<file path="config.mk">
export PLATFORM = sky130hd
export DESIGN_NAME = eaddr_gen
export DESIGN_NICKNAME = d
export VERILOG_FILES = /design/src/rtl/eag_pkg.sv /design/src/rtl/eag_calc.sv /design/src/rtl/eag_seq.sv /design/src/rtl/eaddr_gen.sv
export SDC_FILE = /design/constraint.sdc
export NUM_CORES = 1
export LEC_CHECK = 0
export BUFFER_PORTS_ARGS = -buffer_cell sky130_fd_sc_hd__buf_2
export CORE_UTILIZATION = 35
export DETAILED_ROUTE_END_ITERATION = 16
export GPL_ROUTABILITY_DRIVEN = 0
export PLACE_DENSITY = 0.65
export SLEW_MARGIN = 20
export SYNTH_ARGS = -nofsm -noshare
export SYNTH_HDL_FRONTEND = slang
export SYNTH_HIERARCHICAL = 1
export SYNTH_SLANG_ARGS = --single-unit
</file>
<file path="constraint.sdc">
create_clock -name clk -period 13.5 [get_ports clk]
set_input_delay 0.675 -clock clk [delete_from_list [all_inputs] [get_ports clk]]
set_output_delay 0.675 -clock clk [all_outputs]
set_load 0.05 [all_outputs]
</file>
<file path="src/rtl/eag_pkg.sv">
// Package: shared widths and the mode encoding for the effective address generator.
// Assumes 64-bit addresses and a 2-bit log2 size code.
package eag_pkg;
    localparam int MODE_W = 3;
    localparam int SIZE_W = 2;

    typedef enum logic [MODE_W-1:0] {
        AM_ABS    = 3'd0,
        AM_REGIND = 3'd1,
        AM_DISP   = 3'd2,
        AM_INDEX  = 3'd3,
        AM_SCALED = 3'd4,
        AM_MEMIND = 3'd5
    } addr_mode_e;
endpackage

</file>
<file path="src/rtl/eag_calc.sv">
// eag_calc: combinational address arithmetic for the modes that need no memory.
// Sign-extends the constant, scales by a left shift of the size code, and
// flags the pointer-chase mode and the unused codes. All sums wrap.
module eag_calc
    import eag_pkg::*;
#(
    parameter int ADDR_W  = 64,
    parameter int CONST_W = 32
) (
    input  logic [MODE_W-1:0]  mode,
    input  logic [CONST_W-1:0] cnst,
    input  logic [ADDR_W-1:0]  base,
    input  logic [ADDR_W-1:0]  index,
    input  logic [SIZE_W-1:0]  size,
    output logic [ADDR_W-1:0]  addr,
    output logic               is_mem,
    output logic               is_illegal
);
    localparam int EXT_W = ADDR_W - CONST_W;

    logic [ADDR_W-1:0] cnst_sx;
    logic [ADDR_W-1:0] base_sc;
    logic [ADDR_W-1:0] index_sc;

    // Widen the constant and form the size-scaled register terms.
    always_comb begin
        cnst_sx  = {{EXT_W{cnst[CONST_W-1]}}, cnst};
        base_sc  = base << size;
        index_sc = index << size;
    end

    // Pick the sum that the mode code selects.
    always_comb begin
        addr       = '0;
        is_mem     = 1'b0;
        is_illegal = 1'b0;
        case (mode)
            AM_ABS:    addr = cnst_sx;
            AM_REGIND: addr = base;
            AM_DISP:   addr = cnst_sx + base_sc;
            AM_INDEX:  addr = base + index_sc;
            AM_SCALED: addr = cnst_sx + base + index_sc;
            AM_MEMIND: begin
                addr   = base;
                is_mem = 1'b1;
            end
            default:   is_illegal = 1'b1;
        endcase
    end
endmodule

</file>
<file path="src/rtl/eag_seq.sv">
// eag_seq: request acceptance, output registers and the pointer-read handshake.
// Assumes memory holds mem_rd_data valid in the cycle mem_rd_ack is high.
module eag_seq #(
    parameter int ADDR_W = 64
) (
    input  logic              clk,
    input  logic              rst_n,
    input  logic              req_valid,
    input  logic              is_mem,
    input  logic              is_illegal,
    input  logic [ADDR_W-1:0] calc_addr,
    input  logic              mem_rd_ack,
    input  logic [ADDR_W-1:0] mem_rd_data,
    output logic              req_ready,
    output logic              ea_valid,
    output logic [ADDR_W-1:0] ea_addr,
    output logic              ea_illegal,
    output logic              mem_rd_req,
    output logic [ADDR_W-1:0] mem_rd_addr
);
    typedef enum logic {ST_IDLE, ST_WAIT} seq_state_e;

    seq_state_e state;
    logic       accept;

    // A request is taken only while no pointer read is pending.
    always_comb begin
        req_ready = (state == ST_IDLE);
        accept    = req_valid && req_ready;
    end

    // Advance state, launch pointer reads and register results.
    always_ff @(posedge clk) begin
        if (!rst_n) begin
            state       <= ST_IDLE;
            ea_valid    <= 1'b0;
            ea_addr     <= '0;
            ea_illegal  <= 1'b0;
            mem_rd_req  <= 1'b0;
            mem_rd_addr <= '0;
        end else begin
            ea_valid   <= 1'b0;
            ea_illegal <= 1'b0;
            if (state == ST_IDLE) begin
                if (accept) begin
                    if (is_illegal) begin
                        ea_illegal <= 1'b1;
                    end else if (is_mem) begin
                        mem_rd_req  <= 1'b1;
                        mem_rd_addr <= calc_addr;
                        state       <= ST_WAIT;
                    end else begin
                        ea_valid <= 1'b1;
                        ea_addr  <= calc_addr;
                    end
                end
            end else if (mem_rd_ack) begin
                mem_rd_req <= 1'b0;
                ea_valid   <= 1'b1;
                ea_addr    <= mem_rd_data;
                state      <= ST_IDLE;
            end
        end
    end
endmodule

</file>
<file path="src/rtl/eaddr_gen.sv">
// eaddr_gen: top of the multi-mode effective address generator.
// Wires the arithmetic stage to the sequencing stage; no logic of its own.
module eaddr_gen
    import eag_pkg::*;
#(
    parameter int ADDR_W  = 64,
    parameter int CONST_W = 32
) (
    input  logic               clk,
    input  logic               rst_n,
    input  logic               req_valid,
    output logic               req_ready,
    input  logic [MODE_W-1:0]  req_mode,
    input  logic [CONST_W-1:0] req_const,
    input  logic [ADDR_W-1:0]  req_base,
    input  logic [ADDR_W-1:0]  req_index,
    input  logic [SIZE_W-1:0]  req_size,
    output logic               ea_valid,
    output logic [ADDR_W-1:0]  ea_addr,
    output logic               ea_illegal,
    output logic               mem_rd_req,
    output logic [ADDR_W-1:0]  mem_rd_addr,
    input  logic               mem_rd_ack,
    input  logic [ADDR_W-1:0]  mem_rd_data
);
    logic [ADDR_W-1:0] calc_addr;
    logic              is_mem;
    logic              is_illegal;

    eag_calc #(.ADDR_W(ADDR_W), .CONST_W(CONST_W)) u_calc (
        .mode       (req_mode),
        .cnst       (req_const),
        .base       (req_base),
        .index      (req_index),
        .size       (req_size),
        .addr       (calc_addr),
        .is_mem     (is_mem),
        .is_illegal (is_illegal)
    );

    eag_seq #(.ADDR_W(ADDR_W)) u_seq (
        .clk         (clk),
        .rst_n       (rst_n),
        .req_valid   (req_valid),
        .is_mem      (is_mem),
        .is_illegal  (is_illegal),
        .calc_addr   (calc_addr),
        .mem_rd_ack  (mem_rd_ack),
        .mem_rd_data (mem_rd_data),
        .req_ready   (req_ready),
        .ea_valid    (ea_valid),
        .ea_addr     (ea_addr),
        .ea_illegal  (ea_illegal),
        .mem_rd_req  (mem_rd_req),
        .mem_rd_addr (mem_rd_addr)
    );
endmodule

</file>
==> flow_summary.yaml, run 1 <==
clocking:
  post_cts_resize_count: 0
  hold_buffers: 0
  cts_num_sinks: 132
  clk_latency_ns: 0.42
  ctsRootBufferMaster: "clkbuf_16"
  htreeDepth: 4
  cts_tree: "built"
  path_clk_slew_ns: 0.06
  clock_path_buffers: 2
  cts_inserted_buffers: 17
  post_cts_buffers: 0
route:
  vias: 24200
  top_layer_used: "met5"
  routedWlPerCell_um: 23.8
  via_per_inst: 6.27
  dr.pass1.iters: 6
  drc: 0
  drt-met1-wl_mm: 40.0
  dr_wl_met3_mm: 9.53
  wl_met2_mm: 39.1
  drtIter0Drc: 3088
  wl_mm: 91.9
  ant_nets: 0
global_route:
  grt-ovfl-total: 0
  track_usage: 0.264
  antenna_found_initial: 21
  grt_max_degree: 86
  grt_pass1_wl_mm: 136
  grt_pass1_vias: 22300
critical_path:
  r2r_start: "u_seq/state$_SDFF_PN0_"
  endpoint_kind: "flip-flop"
  crit_chain: "buf_4, buf_4, nor2_1, fa_1, ha_1, fa_1, a21o_1, a221oi_2, o211ai_1, a21oi_2, o21bai_1, a21oi_1, o21ai_0, xnor2_1, o21ai_0, mux2i_1, a21oi_2"
  arrival_ns: 6.52
  critPathKind: "primary input to flip-flop"
  crit_fanout: 58
  critPathLaunchType: "primary input"
  crit_path_max_incr_delay_ns: 0.82
  worstSetupStartpoint: "req_size[1]"
  cp_data_required_time_ns: 13.85
  slowest_stage: "o21ai_0"
timing:
  setup_viol: 0
  tns_ns: 0
  finalHoldViolCount: 0
  tightest_slew_ns: 1.09
  final.period_utilization: 0.457
  rsz0062_at_grt: "no"
  slew_headroom: 0.275
  max_freq_mhz: 162
  finalClockSkew_ns: 0.0147
  final_max_slew_viol_count: 0
  post-route-min-period_ns: 6.17
synth:
  async_flop_share: 0
  yosys.area.top_type: "mux4_2"
  syn_avg_cell_area_um2: 8.26
  synth_ff_type: "dfxtp_1"
  synth_top_cell_area_share: 0.115
  ys_ff_latch: 132
  synth_area_mm2: 0.0230
  synth-edff-count: 0
  synthTopCellsByArea: "mux4_2 (12%), dfxtp_1 (11%), ha_1 (10%), fa_1 (5.7%), a21oi_1 (5.6%)"
  yosys_warnings: 6
  synth_seq_area_share: 0.115
  synthDistinctLibCells: 86
  synthCells: 2786
  syn-num-nets: 3273
die:
  die_w_um: 258
  die-area_mm2: 0.0668
  start_util: 0.356
  core_area_mm2: 0.0647
  ios: 365
  num_rows: 93
  die_y_um: 258
finish:
  fill_cells: 6734
  utilization: 0.398
  nets: 3473
  drive_gt1_frac: 0.210
  layout_commonest_cell: "buf_2"
  final_cell_mix: "buf_2 (360), nand2_1 (311), a21oi_1 (259)"
  syn_to_final_growth_pct: 11.9
power_and_ir_drop:
  p_switching_mw: 1.34
  p_clk_frac: 0.173
  ir_drop_mv: 0.0823
  combPwrFrac: 0.670
  p_leak_nw: 10.5
  power-per-cell-area_mw_per_mm2: 105
  p_int_mw: 1.37
  swShare: 0.496
  seqPwrFrac: 0.157
min_path:
  hold_start: "u_seq/mem_rd_addr[46]$_SDFFE_PN0P_"
  hp-class: "flip-flop to flip-flop"
placed_design:
  dp_hpwl_mm: 73.9
  io_buffers: 364
flow_run:
  maxCapViolations: 0
run_status:
  outcome: "finished, final reports clean"
==> critical path: cells and delay by family <==
| kind | cells | cell delay, ns |
|---|---|---|
| AOI/OAI and AO/OA | 9 | 2.86 |
| xor gates and xnor gates | 1 | 0.15 |
| adders and majority gates | 3 | 1.20 |
| buffers and inverters | 2 | 1.07 |
| muxes | 1 | 0.22 |
| and+or+nand+nor | 1 | 0.24 |
==> worst paths after layout <==
check | slack [ns] | cells past startpoint | to
worst max-delay path | 7.33 | 17 | u_seq/ea_addr[43]$_SDFFE_PN0P_
worst min-delay path | 0.45 | 2 | u_seq/mem_rd_addr[46]$_SDFFE_PN0P_
worst max register to register | 10.71 | 4 | u_seq/ea_addr[28]$_SDFFE_PN0P_
worst min register to register | 0.45 | 2 | u_seq/mem_rd_addr[46]$_SDFFE_PN0P_
==> power groups by stage <==
stage / Combinational, mW / Sequential, mW / Clock, mW
after CTS: 1.76 / 0.426 / 0.482
final: 1.82 / 0.426 / 0.470
after floorplan: 1.19 / 0.516 / 0
after detailed placement: 1.75 / 0.434 / 0
after global routing: 1.94 / 0.428 / 0.497
after global placement: 1.75 / 0.433 / 0
==> cells by family (layout without fill, tap and decap cells) <==
| family | Yosys count | count (layout) | synth area share |
|---|---|---|---|
| AO/OA/AOI/OAI | 1046 | 1046 | 0.309 |
| XOR/XNOR | 165 | 165 | 0.0628 |
| adder cells (fa/ha/maj) | 254 | 254 | 0.160 |
| buffers and inverters | 257 | 469 | 0.0502 |
| flip-flops | 132 | 132 | 0.115 |
| multiplexers | 208 | 208 | 0.155 |
| other | 0 | 10 | 0 |
| AND/OR/NAND/NOR | 724 | 724 | 0.149 |
==> through the flow <==
step	power, mW	cells	instance area (um2)	setup slack [ns]	hold WS, ns
after floorplan	1.70	2786	23000	7.80	0.670
after global placement	2.18	3822	25200	7.08	0.438
after detailed placement	2.19	3822	25200	7.01	0.442
after CTS	2.67	3853	25700	7.44	0.450
after global routing	2.87	3862	25800	7.12	0.462
final	2.71	3863	25800	7.33	0.449
==> layout make-up <==
class	count	area [um2]	share of cell area
Antenna cell	10	25.0	0.000971
Clock buffer	19	433	0.0168
Clock inverter	12	158	0.00612
Inverter	55	206	0.00801
Multi-Input combinational cell	2397	19300	0.747
Sequential cell	132	2650	0.103
Tap cell	855	1070	0.0415
Timing Repair Buffer	383	1980	0.0768
==> state kept, by name, summed over array words and instances, names as in the netlist <==
| register | flops |
|---|---|
| u_seq/ea_addr | 64 |
| u_seq/mem_rd_addr | 64 |
| u_seq/ea_illegal | 1 |
| u_seq/ea_valid | 1 |
| u_seq/mem_rd_req | 1 |
| u_seq/state | 1 |
==> layer usage <==
layer | track usage | up-vias
li1 | - | 11100
met1 | 0.371 | 11600
met2 | 0.394 | 1354
met3 | 0.0592 | 186
met4 | 0.0899 | 22
met5 | 0 | -
==> Yosys cell counts, types with 27 or more instances <==
cell / number
a211oi_1: 28
buf_2: 27
mux4_2: 118
clkbuf_1: 135
mux2i_1: 85
nor2_1: 125
nor2b_1: 29
a21boi_1: 53
nand2_1: 311
nor3_1: 38
a21o_1: 111
o21ai_0: 145
o31ai_1: 76
o21bai_1: 47
a21oi_1: 259
fa_1: 66
inv_1: 54
xor2_1: 63
dfxtp_1: 132
a21oi_2: 61
ha_1: 188
nand4_1: 61
xnor2_1: 102
o211ai_1: 31
nand3_1: 45
Note: power is estimated with default switching activity, not from simulation.
==> run 2, diff against run 1 <==
--- a/config.mk
+++ b/config.mk
@@ -5,11 +5,12 @@
 export SDC_FILE = /design/constraint.sdc
 export NUM_CORES = 1
 export LEC_CHECK = 0
+export ABC_AREA = 1
 export BUFFER_PORTS_ARGS = -buffer_cell sky130_fd_sc_hd__buf_2
 export CORE_UTILIZATION = 35
 export DETAILED_ROUTE_END_ITERATION = 16
 export GPL_ROUTABILITY_DRIVEN = 0
-export PLACE_DENSITY = 0.65
+export PLACE_DENSITY = 0.64
 export SLEW_MARGIN = 20
 export SYNTH_ARGS = -nofsm -noshare
 export SYNTH_HDL_FRONTEND = slang
==> constraint.sdc (replaced) <==
create_clock -name clk -period 6.39 [get_ports clk]
set_input_delay 0.3195 -clock clk [delete_from_list [all_inputs] [get_ports clk]]
set_output_delay 0.3195 -clock clk [all_outputs]
set_load 0.05 [all_outputs]
==> run 2 against run 1 <==
Effect of this change:
- global-route usage rose by 4.1 points
- first-iteration DRC count is 48% higher
- area after synthesis grew 28%
- clock skew is 0.0056 ns lower
- synthesized cell count grew 110%
- sequential share of layout area is 2.2 points lower
- utilization shrank 0.057 points
- clock power rose by 150%
- via count grew 52%
- register-to-register slack worse by 7.0 ns
==> flow_summary.yaml, run 2 <==
run_status:
  outcome: "finished, final reports clean"
power_and_ir_drop:
  p_clk_frac: 0.178
  combPwrFrac: 0.681
  swShare: 0.544
  p_leak_nw: 20.0
  power-per-cell-area_mw_per_mm2: 197
  p_switching_mw: 3.53
  ir_drop_mv: 0.187
  seqPwrFrac: 0.141
  p_int_mw: 2.95
  power_mw: 6.48
synth:
  ys_ff_latch: 132
  yosys.area.top_type: "nand2_1"
  synth.most_common_cell: "nand2_1"
  synth-edff-count: 0
  synth_seq_area_share: 0.0898
  synth_ff_type: "dfxtp_1"
  syn-num-nets: 6208
  synthDistinctLibCells: 43
  yosys_warnings: 6
  synthCells: 5721
  synth_top_cells_by_count: "nand2_1 (2210), inv_1 (1170), nor2_1 (511)"
  synth_top_cell_area_share: 0.282
  synth_area_mm2: 0.0294
  async_flop_share: 0
  synthTopCellsByArea: "nand2_1 (28%), inv_1 (15%), dfxtp_1 (9.0%), ha_1 (8.0%), nor2_1 (6.5%)"
  syn_avg_cell_area_um2: 5.15
min_path:
  min_to: "u_seq/ea_illegal$_SDFF_PP0_"
  hp-class: "primary input to flip-flop"
  hold_start: "req_valid"
  whs_path_depth: 3
timing:
  slew_headroom: 0.212
  finalHoldViolCount: 0
  setup_ws_ns: 1.51
  final.period_utilization: 0.763
  tightest_slew_ns: 1.18
  tns_ns: 0
  setup_viol: 0
  post-route-min-period_ns: 4.88
  max_freq_mhz: 205
  rsz0062_at_grt: "no"
  finalClockSkew_ns: 0.00914
  final_max_slew_viol_count: 0
critical_path:
  crit_buf_inv: 2
  r2r_start: "u_seq/state$_SDFF_PN0_"
  cp_top_family: "simple AND/OR/NAND/NOR gates"
  endpoint_kind: "flip-flop"
  cp_common_cell: "nand2_1"
  critPathKind: "primary input to flip-flop"
  arrival_ns: 5.19
  slowest_stage: "mux2i_1"
  ff2ff_path_depth: 6
  rrSetupSlack_ns: 3.71
  cp_data_required_time_ns: 6.70
  crit_chain: "buf_6, mux2i_1, mux2i_1, fa_1, ha_1, nand2_1, nor2_1, nand2_1, nor2_1, nand3_1, nand2_1, nand2_1, nand3_1, nand2_1, inv_1, nand2_1, nand2_1, nand2_1, a21oi_1, nor2_1"
  critPathLaunchType: "primary input"
  crit_path_max_incr_delay_ns: 0.58
  crit_cells: 20
  crit_fanout: 99
  r2r-end: "u_seq/ea_addr[37]$_SDFFE_PN0P_"
die:
  core_area_mm2: 0.0826
  die_w_um: 292
  num_rows: 105
  die-area_mm2: 0.0853
  die_y_um: 292
  start_util: 0.356
  ios: 365
route:
  drtIter0Drc: 4573
  drc: 0
  routedWlPerCell_um: 18.9
  vias: 36900
  via_per_inst: 5.22
  dr.pass1.iters: 7
  ant_nets: 0
  wl_mm: 134
flow_run:
  maxCapViolations: 0
finish:
  syn_to_final_growth_pct: 11.7
  nets: 6471
  fill_cells: 9437
  drive_gt1_frac: 0.0944
  layout_commonest_cell: "nand2_1"
  final_cell_mix: "nand2_1 (2207), inv_1 (1167), nor2_1 (509)"
  finalNonFillerCells: 7073
  design_area_mm2: 0.0329
  top_regs: "u_seq/ea_addr (64), u_seq/mem_rd_addr (64)"
clocking:
  post_cts_buffers: 0
  clk_latency_ns: 0.42
  ctsRootBufferMaster: "clkbuf_16"
  hold_buffers: 0
  cts_tree: "built"
  clock_path_buffers: 2
  cts_inserted_buffers: 17
  post_cts_resize_count: 0
  path_clk_slew_ns: 0.06
  htreeDepth: 4
  cts_num_sinks: 132
global_route:
  antenna_found_initial: 13
  grt-ovfl-total: 0
  grt_pass1_vias: 32600
  grt_pass1_wl_mm: 197
  track_usage: 0.305
  grt_max_degree: 100
placed_design:
  placedCellCount: 7035
  io_buffers: 364
  dp_hpwl_mm: 114
  place_ws_ns: 1.26
  dpl_cell_area_mm2: 0.0322
## run 2: changes by cell type after synthesis, moves of 75 or more
cell	change
nand2_1	+1899
inv_1	+1116
nor2_1	+386
nand3_1	+286
mux4_2	-118
a21o_1	-110
o21ai_0	+107
xnor2_1	-95
clkbuf_1	-82
o31ai_1	-76
mux2i_1	+75
## run 2: cell type report
class / instances / area, um2 / area share
Clock buffer: 21 / 470 / 0.0143
Clock inverter: 11 / 219 / 0.00666
Sequential cell: 132 / 2640 / 0.0804
Inverter: 1179 / 4430 / 0.135
Timing Repair Buffer: 382 / 1990 / 0.0604
Antenna cell: 6 / 15.0 / 0.000457
Multi-Input combinational cell: 4272 / 21800 / 0.662
Tap cell: 1070 / 1340 / 0.0407
## run 2: worst max path at each step
stage,from,to,slack (ns)
after floorplan,req_size[0],u_seq/ea_addr[29]$_SDFFE_PN0P_,2.76
after global placement,req_size[0],u_seq/ea_addr[56]$_SDFFE_PN0P_,1.20
after detailed placement,req_size[0],u_seq/ea_addr[56]$_SDFFE_PN0P_,1.26
after CTS,req_size[0],u_seq/ea_addr[56]$_SDFFE_PN0P_,1.70
after global routing,req_size[0],u_seq/ea_addr[49]$_SDFFE_PN0P_,1.38
final,req_size[0],u_seq/ea_addr[56]$_SDFFE_PN0P_,1.51
## run 2: power groups by stage
stage               combinational [mW]  clock, mW  sequential, mW
floorplan                         2.78          0            1.11
global placement                  4.21          0           0.928
detailed placement                4.24          0           0.930
CTS                               4.26       1.17           0.912
global route                      4.83       1.20           0.916
finish                            4.41       1.16           0.912
## run 2: metal layers
layer,vias to the layer above,share of wire,global-route usage
li1,18000,-,-
met2,2151,0.40,0.456
met3,259,0.12,0.0525
met5,-,0.00057,0
met4,12,0.042,0.113
met1,16500,0.43,0.432
## run 2: cells by family after synthesis
group | Yosys count | share of synthesized area
adders and majority gates | 254 | 0.125
xor gates and xnor gates | 9 | 0.00268
DFF | 132 | 0.0898
AOI/OAI and AO/OA | 532 | 0.0931
muxes | 160 | 0.0544
buffers and inverters | 1317 | 0.171
and+or+nand+nor | 3317 | 0.464
## run 2: worst min-delay path, cell delays in order
cell and delay [ns]:
buf_2 0.10, inv_1 0.06, nor3_1 0.07
## run 2: per-stage QoR
step,hold WS [ns],utilization
final,0.181,0.398
after global routing,0.183,0.398
after CTS,0.167,0.398
after detailed placement,0.465,0.389
after global placement,0.454,0.389
after floorplan,0.458,-
